==> src/rtl/lmt_pkg.sv <==
package lmt_pkg;
  localparam int LMT_ENTRIES = 4;
  localparam int LMT_ADDR_W  = 32;
  localparam int LMT_DATA_W  = 32;
  localparam int LMT_WORDS   = 4;
  localparam int LMT_TAG_W   = 5;
  localparam int LMT_NUM_RD  = 2;
endpackage

==> src/rtl/lmt_alloc.sv <==
module lmt_alloc #(
  parameter int N = 4
) (
  input  logic [N-1:0] busy,
  input  logic         req,
  output logic [N-1:0] grant,
  output logic         full
);
  always_comb begin
    grant = '0;
    for (int i = N - 1; i >= 0; i--) begin
      if (req && !busy[i]) begin
        grant    = '0;
        grant[i] = 1'b1;
      end
    end
  end

  assign full = &busy;
endmodule

==> src/rtl/lmt_entry.sv <==
module lmt_entry #(
  parameter int LINE_W = 28,
  parameter int WIDX_W = 2,
  parameter int TAG_W  = 5,
  parameter int DATA_W = 32,
  parameter int WORDS  = 4
) (
  input  logic                    clk,
  input  logic                    rst_n,
  input  logic                    alloc,
  input  logic [LINE_W-1:0]       alloc_line,
  input  logic [WIDX_W-1:0]       alloc_widx,
  input  logic [TAG_W-1:0]        alloc_tag,
  input  logic                    kill,
  input  logic                    fill_valid,
  input  logic [LINE_W-1:0]       fill_line,
  input  logic [WORDS*DATA_W-1:0] fill_data,
  output logic                    busy,
  output logic [LINE_W-1:0]       line,
  output logic [TAG_W-1:0]        tag,
  output logic                    wb_valid,
  output logic [DATA_W-1:0]       wb_data
);
  logic              valid_q, valid_d;
  logic              live_q, live_d;
  logic [LINE_W-1:0] line_q;
  logic [WIDX_W-1:0] widx_q;
  logic [TAG_W-1:0]  tag_q;
  logic              hit;

  assign hit      = valid_q && fill_valid && (fill_line == line_q);
  assign wb_valid = hit && live_q && !kill;
  assign wb_data  = fill_data[widx_q*DATA_W +: DATA_W];
  assign busy     = valid_q;
  assign line     = line_q;
  assign tag      = tag_q;

  always_comb begin
    valid_d = valid_q;
    live_d  = live_q;
    if (hit)   valid_d = 1'b0;
    if (kill)  live_d  = 1'b0;
    if (alloc) begin
      valid_d = 1'b1;
      live_d  = 1'b1;
    end
  end

  always_ff @(posedge clk or negedge rst_n) begin
    if (!rst_n) begin
      valid_q <= 1'b0;
      live_q  <= 1'b0;
    end else begin
      valid_q <= valid_d;
      live_q  <= live_d;
    end
  end

  always_ff @(posedge clk) begin
    if (alloc) begin
      line_q <= alloc_line;
      widx_q <= alloc_widx;
      tag_q  <= alloc_tag;
    end
  end

  AST_WB_FREES_SLOT: assert property (@(posedge clk) disable iff (!rst_n)
    wb_valid |=> !valid_q);

  AST_LINE_HELD: assert property (@(posedge clk) disable iff (!rst_n)
    (valid_q && !hit) |=> (valid_q && $stable(line_q)));
endmodule

==> src/rtl/lmt_score.sv <==
module lmt_score #(
  parameter int TAG_W  = 5,
  parameter int NUM_RD = 2,
  parameter int N      = 4
) (
  input  logic                  clk,
  input  logic                  rst_n,
  input  logic                  set_en,
  input  logic [TAG_W-1:0]      set_tag,
  input  logic [N-1:0]          clr_en,
  input  logic [N*TAG_W-1:0]    clr_tag,
  input  logic [NUM_RD-1:0]     rd_en,
  input  logic [NUM_RD*TAG_W-1:0] rd_tag,
  output logic                  hazard
);
  localparam int REGS = 1 << TAG_W;

  logic [REGS-1:0]   pend_q, pend_d;
  logic [NUM_RD-1:0] rd_hit;

  always_comb begin
    pend_d = pend_q;
    for (int i = 0; i < N; i++) begin
      if (clr_en[i]) pend_d[clr_tag[i*TAG_W +: TAG_W]] = 1'b0;
    end
    if (set_en) pend_d[set_tag] = 1'b1;
  end

  always_ff @(posedge clk or negedge rst_n) begin
    if (!rst_n) pend_q <= '0;
    else        pend_q <= pend_d;
  end

  for (genvar r = 0; r < NUM_RD; r++) begin : g_rd
    assign rd_hit[r] = rd_en[r] && pend_q[rd_tag[r*TAG_W +: TAG_W]];
  end

  assign hazard = |rd_hit;

  AST_PEND_MARKED: assert property (@(posedge clk) disable iff (!rst_n)
    set_en |=> pend_q[$past(set_tag)]);
endmodule

==> src/rtl/load_miss_tracker.sv <==
module load_miss_tracker
  import lmt_pkg::*;
#(
  parameter int ENTRIES = LMT_ENTRIES,
  parameter int ADDR_W  = LMT_ADDR_W,
  parameter int DATA_W  = LMT_DATA_W,
  parameter int WORDS   = LMT_WORDS,
  parameter int TAG_W   = LMT_TAG_W,
  parameter int NUM_RD  = LMT_NUM_RD,
  localparam int WIDX_W = $clog2(WORDS),
  localparam int BYTE_W = $clog2(DATA_W / 8),
  localparam int OFS_W  = WIDX_W + BYTE_W,
  localparam int LINE_W = ADDR_W - OFS_W
) (
  input  logic                      clk,
  input  logic                      rst_n,
  input  logic                      ld_valid,
  input  logic [ADDR_W-1:0]         ld_addr,
  input  logic [TAG_W-1:0]          ld_tag,
  input  logic [NUM_RD-1:0]         rd_en,
  input  logic [NUM_RD*TAG_W-1:0]   rd_tag,
  input  logic                      fill_valid,
  input  logic [LINE_W-1:0]         fill_line,
  input  logic [WORDS*DATA_W-1:0]   fill_data,
  output logic                      stall,
  output logic                      full,
  output logic [ENTRIES-1:0]        wb_valid,
  output logic [ENTRIES*TAG_W-1:0]  wb_tag,
  output logic [ENTRIES*DATA_W-1:0] wb_data,
  output logic [ENTRIES-1:0]        probe_valid,
  output logic [ENTRIES*LINE_W-1:0] probe_line
);
  logic [ENTRIES-1:0] busy, grant, kill;
  logic               take, hazard;
  logic [LINE_W-1:0]  ld_line;
  logic [WIDX_W-1:0]  ld_widx;

  assign ld_line = ld_addr[ADDR_W-1:OFS_W];
  assign ld_widx = ld_addr[OFS_W-1:BYTE_W];
  assign take    = ld_valid && !full;

  lmt_alloc #(.N(ENTRIES)) u_alloc (
    .busy  (busy),
    .req   (take),
    .grant (grant),
    .full  (full)
  );

  for (genvar i = 0; i < ENTRIES; i++) begin : g_slot
    logic [TAG_W-1:0] slot_tag;

    assign kill[i] = take && busy[i] && (slot_tag == ld_tag);

    lmt_entry #(
      .LINE_W (LINE_W),
      .WIDX_W (WIDX_W),
      .TAG_W  (TAG_W),
      .DATA_W (DATA_W),
      .WORDS  (WORDS)
    ) u_entry (
      .clk        (clk),
      .rst_n      (rst_n),
      .alloc      (grant[i]),
      .alloc_line (ld_line),
      .alloc_widx (ld_widx),
      .alloc_tag  (ld_tag),
      .kill       (kill[i]),
      .fill_valid (fill_valid),
      .fill_line  (fill_line),
      .fill_data  (fill_data),
      .busy       (busy[i]),
      .line       (probe_line[i*LINE_W +: LINE_W]),
      .tag        (slot_tag),
      .wb_valid   (wb_valid[i]),
      .wb_data    (wb_data[i*DATA_W +: DATA_W])
    );

    assign wb_tag[i*TAG_W +: TAG_W] = slot_tag;
  end

  lmt_score #(.TAG_W(TAG_W), .NUM_RD(NUM_RD), .N(ENTRIES)) u_score (
    .clk     (clk),
    .rst_n   (rst_n),
    .set_en  (take),
    .set_tag (ld_tag),
    .clr_en  (wb_valid),
    .clr_tag (wb_tag),
    .rd_en   (rd_en),
    .rd_tag  (rd_tag),
    .hazard  (hazard)
  );

  assign stall       = hazard || (ld_valid && full);
  assign probe_valid = busy;

  AST_NO_TAKE_WHEN_FULL: assert property (@(posedge clk) disable iff (!rst_n)
    (ld_valid && full && !fill_valid) |=> (busy == $past(busy)));

  AST_TAKE_FILLS_SLOT: assert property (@(posedge clk) disable iff (!rst_n)
    (ld_valid && !full) |=> ($countones(busy) >= 1));
endmodule

==> config.mk <==
export PLATFORM = sky130hd
export DESIGN_NAME = load_miss_tracker
export DESIGN_NICKNAME = d
export VERILOG_FILES = /design/src/rtl/lmt_pkg.sv /design/src/rtl/lmt_alloc.sv /design/src/rtl/lmt_entry.sv /design/src/rtl/lmt_score.sv /design/src/rtl/load_miss_tracker.sv
export SDC_FILE = /design/constraint.sdc
export NUM_CORES = 1
export LEC_CHECK = 0
export ABC_CLOCK_PERIOD_IN_PS = 7900
export CELL_PAD_IN_SITES_DETAIL_PLACEMENT = 1
export CELL_PAD_IN_SITES_GLOBAL_PLACEMENT = 1
export CORE_MARGIN = 2
export CORE_UTILIZATION = 40
export DETAILED_ROUTE_END_ITERATION = 10
export DONT_BUFFER_PORTS = 1
export PLACE_DENSITY_LB_ADDON = 0.1
export SKIP_LAST_GASP = 1
export SYNTH_ARGS = -nofsm -noshare
export SYNTH_HDL_FRONTEND = slang
export SYNTH_SLANG_ARGS = --single-unit
==> constraint.sdc <==
create_clock -name clk -period 7.9 [get_ports clk]
set_input_delay 0.79 -clock clk [delete_from_list [all_inputs] [get_ports clk]]
set_output_delay 0.79 -clock clk [all_outputs]
set_load 0.05 [all_outputs]
== Word level (Yosys, flattened, before mapping) ==
Index checks and enable logic that the tools add are counted.

* Add/subtract/negate cells: 0
* Div/mod/pow operators: 0
* Equality and inequality tests: 8
* $mul: 0
* Bitwise operators: 9
* Shift operators: 4
* Multiplexer cells: 39
* Magnitude comparators: 12
* Reduce and logical (&&, ||, !) cells: 57

{| class="wikitable"
|+ Operators by type and width
! kind !! number
|-
| 128-bit by 8-bit variable part select with 32-bit output || 4
|-
| 32-bit 2-to-1 mux || 5
|-
| 32-bit AND || 4
|-
| 32-bit inverter || 4
|-
| 28-bit equality test || 4
|-
| 5-bit by 6-bit less-than comparator with 1-bit output, second input constant || 7
|-
| 1-bit logical AND || 37
|-
| 32-bit OR || 1
|-
| 1-bit demux with 5-bit select || 5
|-
| 5-bit by 1-bit >= comparator with 1-bit output, second input constant || 5
|-
| 1-bit 2-to-1 mux || 23
|-
| 5-bit equality test || 4
|-
| 4-bit 2-to-1 mux || 4
|-
| 2-bit nonzero test || 8
|-
| 1-bit binary-select mux with 5-bit select || 2
|-
| 1-bit logical NOT || 9
|-
| 4-bit AND reduction || 1
|-
| 2-bit OR reduction || 1
|-
| 1-bit logical OR || 1
|}

* Bits in writable memories: 0
* ROM bits: 0
* Latch bits: 0
* Register bits: 180
* Output and inout port bits: 270
* Memories: 0
* Input port bits: 209

== Longest topological paths before layout ==
* Depth in word-level cells: 16
* Gate-level depth with buffers: 9
* Depth with buffers taken out: 7

== By module ==
Synthesis repeated with hierarchy kept, for this count alone.

* Cell total of the unflattened synthesis: 812
* Area total of the unflattened synthesis: 11972.7 um^2

{| class="wikitable"
|+ Modules (own cells, without submodules)
! module !! seq. area each (um^2) !! times used !! area each (um^2) !! cells each
|-
| lmt_entry || 1101.1 || 4 || 2225.9 || 122
|-
| lmt_score || 800.8 || 1 || 2705.1 || 277
|-
| load_miss_tracker || 0.0 || 1 || 311.5 || 39
|-
| lmt_alloc || 0.0 || 1 || 52.6 || 8
|}

== Worst setup path before layout ==
Ideal clock, no wire load.

* Path kind: input to register
* Start: in ld_valid
* End: reg g_slot[2].u_entry.line_q[0] (enable)
* Stages on the path: 2
* Arrival time: 3626 ps
* Buffers on the path: 0
* Path slack: 3790 ps
* Required time: 7417 ps
* Cell sequence: nand2_1 -> nor3b_1

* Cells in the longest elaborated chain, start to end: 5
* Elaborated cells between the ends (all ways): 7

{| class="wikitable"
|+ Ends and longest elaborated chain
! what !! line !! RTL
|-
| start: declaration || load_miss_tracker.sv:17 || <nowiki>input logic ld_valid,</nowiki>
|-
| 1-bit logical AND (*) || load_miss_tracker.sv:40 || <nowiki>assign take = ld_valid && !full;</nowiki>
|-
| 1-bit logical AND || lmt_alloc.sv:12 || <nowiki>if (req && !busy[i]) begin</nowiki>
|-
| 4-bit 2-to-1 mux (2 in series) || lmt_alloc.sv:12 ||
|-
| 4-bit 2-to-1 mux (*) || lmt_alloc.sv:12 ||
|-
| net g_slot[2].u_entry.alloc || lmt_entry.sv:10 || <nowiki>input logic alloc,</nowiki>
|-
| end signal: assignment || lmt_entry.sv:61 || <nowiki>line_q <= alloc_line;</nowiki>
|-
| end: declaration || lmt_entry.sv:26 || <nowiki>logic [LINE_W-1:0] line_q;</nowiki>
|}

Mark *: on every way through the listed nets, which the timed path passes. The rest lies on a longest branch.
A chain may end at the register's enable or synchronous reset.

== Worst setup path in the final report ==
* Start: reg g_slot[1].u_entry.line_q[9]
* End: out wb_valid[1]

* Cells in the longest elaborated chain, start to end: 4

{| class="wikitable"
|+ Ends and longest elaborated chain
! what !! line !! RTL
|-
| start: declaration || lmt_entry.sv:26 ||
|-
| start signal: assignment || lmt_entry.sv:61 ||
|-
| 28-bit equality test || lmt_entry.sv:31 || <nowiki>assign hit = valid_q && fill_valid && (fill_line == line_q);</nowiki>
|-
| 1-bit logical AND || lmt_entry.sv:31 ||
|-
| 1-bit logical AND (2 in series) || lmt_entry.sv:32 || <nowiki>assign wb_valid = hit && live_q && !kill;</nowiki>
|-
| end: declaration || load_miss_tracker.sv:27 || <nowiki>output logic [ENTRIES-1:0] wb_valid,</nowiki>
|}

No other way between the ends.

==> results.json <==
{
  "fin_setup_tns_ps": 0,
  "cts.sinks": 180,
  "worstMarginPinSlew_ps": 1160,
  "grt_pass1_vias": 10300,
  "insertion_delay_ps": 450,
  "final.min_clock_period_ps": 4740,
  "wl_per_cell_um": 40.0,
  "cts.reportedPaths.clkPinSlew_ps": 90,
  "reg2reg_depth": 8,
  "status": "completed",
  "synthTopCellsByCount": "145 x mux4_2, 140 x edfxtp_1, 107 x xnor2_1",
  "relSlewSlack_pct": 22.9,
  "synth_nets": 1195,
  "placed_cell_area_um2": 13200,
  "fin_nets": 1138,
  "io_buffers": 0,
  "finalCritPeriodShare_pct": 60.0,
  "timing.rr.end": "u_score.pend_q[18]$_DFF_PN0_",
  "maxCapViolCount": 0,
  "synthTopCellsByArea": "edfxtp_1 32%, mux4_2 25%, dfrtp_1 7.7%",
  "endpoint_kind": "primary output",
  "synth_top_area_share_pct": 32.4,
  "synth.most_common_cell": "mux4_2",
  "synth_area_um2": 13000,
  "routabilityCongestion": 0.940,
  "r2r_slack_ps": 3840,
  "die_y_um": 184,
  "postRouteAntennaNets": 0,
  "drt_wl_total_um": 55000,
  "cts_tree": "yes",
  "drc": 0,
  "n_antenna_cell": 0,
  "cts-root-buf": "clkbuf_16",
  "power_density_nw_per_um2": 245,
  "hold_ws_ps": 40.6,
  "numCtsBuffers": 17,
  "coreArea_um2": 31800,
  "clockBufferDepth": 2,
  "grt_pass1_wl_um": 77800,
  "hold_buffers": 0,
  "finalClockSkew_ps": 25.4,
  "setup_viol": 0,
  "ir_worst_vdd_uv": 130,
  "yosysSeqAreaShare_pct": 40.1,
  "fmax_mhz": 211,
  "synth_edf_count": 140,
  "drtIter0Drc": 907,
  "synth_top_flop_cell": "edfxtp_1",
  "critPathLaunchType": "register",
  "path_class": "reg -> out",
  "rsz0062_at_grt": "no",
  "antenna_found_initial": 2,
  "path_max_fanout": 10,
  "chipWidth_um": 184,
  "synth-seq-cells": 180,
  "num_rows": 65,
  "regToRegStartpoint": "g_slot[0].u_entry.busy$_DFFE_PN0P_",
  "die-area_um2": 33900,
  "via_count": 9781,
  "grt_overflow": 0,
  "hold_path_class": "in -> async",
  "async_reset_ff_share_pct": 22.2,
  "place_hpwl_um": 44100,
  "slew_viol_final": 0,
  "start_util_pct": 40.9,
  "leakage_nw": 4.10,
  "cts.repair.resized": 0,
  "fin_util_pct": 43.4,
  "via_per_inst": 7.10,
  "cts_setup_buffers": 0,
  "io_pins": 479,
  "yosysWarnings": 0,
  "synth_top_area_cell": "edfxtp_1",
  "synth.avg_cell_area_um2": 13.2,
  "grt.total_usage_pct": 32.4,
  "place_ws_ps": 3590,
  "critPathRequiredTime_ps": 7110,
  "finalWorstSetupSlack_ps": 3160,
  "drive_above_1_share_pct": 24.9,
  "yosysUniqueCellTypes": 61,
  "syn2layout_area_growth_pct": 6.22,
  "htree_levels": 4,
  "timing_hold_violations_final": 0,
  "syn_inst": 986,
  "arrival_ps": 3950,
  "finalInstanceArea_um2": 13800,
  "first_pass_iters": 6,
  "grt_max_degree": 41
}
[where the power goes]
group          switching [mW]  leakage (nW)  internal [mW]
logic                   0.703          2.08          0.345
registers               0.307          1.74           1.17
clock network           0.438         0.282          0.425
total                    1.45          4.10           1.94
[per-layer routing]
metal  GRT usage [%]  part of all wire (%)  vias to the layer above
met1            35.6                    35                     5204
met2            55.7                    50                      559
met3            13.4                    11                       87
li1                -                     -                     3929
met5               0                 0.027                        -
met4            13.0                   3.9                        2
[cell usage in the layout (no fill, tap or decap), types with 4 or more instances in the layout]
master / count
nor3b_1: 8
and2_1: 4
clkbuf_16: 17
xnor2_2: 7
or3_1: 17
nor2b_1: 5
and3_1: 9
nand3b_1: 15
mux4_2: 145
o21ai_0: 21
nor2_1: 25
o21a_1: 7
nor3_1: 21
nand2b_1: 8
nand3_1: 35
or4_4: 5
mux2i_1: 5
a221o_1: 10
nor4_2: 5
nor4b_1: 5
nand2_1: 22
or2_2: 6
or3b_2: 7
o22ai_1: 24
o31ai_1: 9
inv_1: 11
dfrtp_1: 40
xnor2_1: 107
o221ai_1: 15
xor2_1: 18
edfxtp_1: 140
buf_4: 20
nor4_1: 18
a222oi_1: 4
inv_8: 6
nand4_1: 69
[state kept, by name, summed over array words and instances, names as in the netlist]
name,cells
g_slot.u_entry.busy,4
g_slot.u_entry.line,112
g_slot.u_entry.live_q,4
g_slot.u_entry.tag,20
g_slot.u_entry.widx_q,8
u_score.pend_q,32
[worst max-delay path by stage]
| stage | slack [ps] | startpoint | endpoint |
|---|---|---|---|
| global placement | 3590 | fill_line[9] | wb_valid[1] |
| floorplan | 3790 | ld_valid | g_slot[2].u_entry.line[0]$_DFFE_PP_ |
| global route | 3100 | g_slot[1].u_entry.line[9]$_DFFE_PP_ | wb_valid[1] |
| CTS | 3160 | g_slot[1].u_entry.line[9]$_DFFE_PP_ | wb_valid[1] |
| finish | 3160 | g_slot[1].u_entry.line[9]$_DFFE_PP_ | wb_valid[1] |
| detailed placement | 3590 | fill_line[9] | wb_valid[1] |
[layout make-up]
| type | instances | area (um2) |
|---|---|---|
| fill | 3176 | 18000 |
| multi-input combinational | 699 | 7280 |
| sequential | 180 | 5200 |
| tap | 435 | 544 |
| clock buffer | 18 | 429 |
| clock inverter | 14 | 151 |
| timing repair buffer | 20 | 150 |
| inverter | 11 | 41.3 |
[stage by stage]
step | total power [mW] | instances
3_3_place_gp | 2.51 | 1345
5_1_grt | 3.49 | 1377
4_1_cts | 3.39 | 1377
3_5_place_dp | 2.53 | 1345
2_1_floorplan | 2.27 | 986
6_report | 3.39 | 1377
[cell families (layout without fill, tap and decap cells)]
kind of cell    count (synthesis)  count (layout)  synth area share, %
flops                         180             180                 40.1
compound gates                116             116                 6.82
xor+xnor                      132             132                 9.30
buf+inv                       107              63                 4.26
simple gates                  301             301                 14.0
mux                           150             150                 25.5
[worst max-delay path: stages, from the launching register on]
cell      delay, ps
edfxtp_1        650
xnor2_1         470
nand4_1         250
or4_4           630
or2_0           560
nor2_1          930
(Power assumes the default switching activity.)
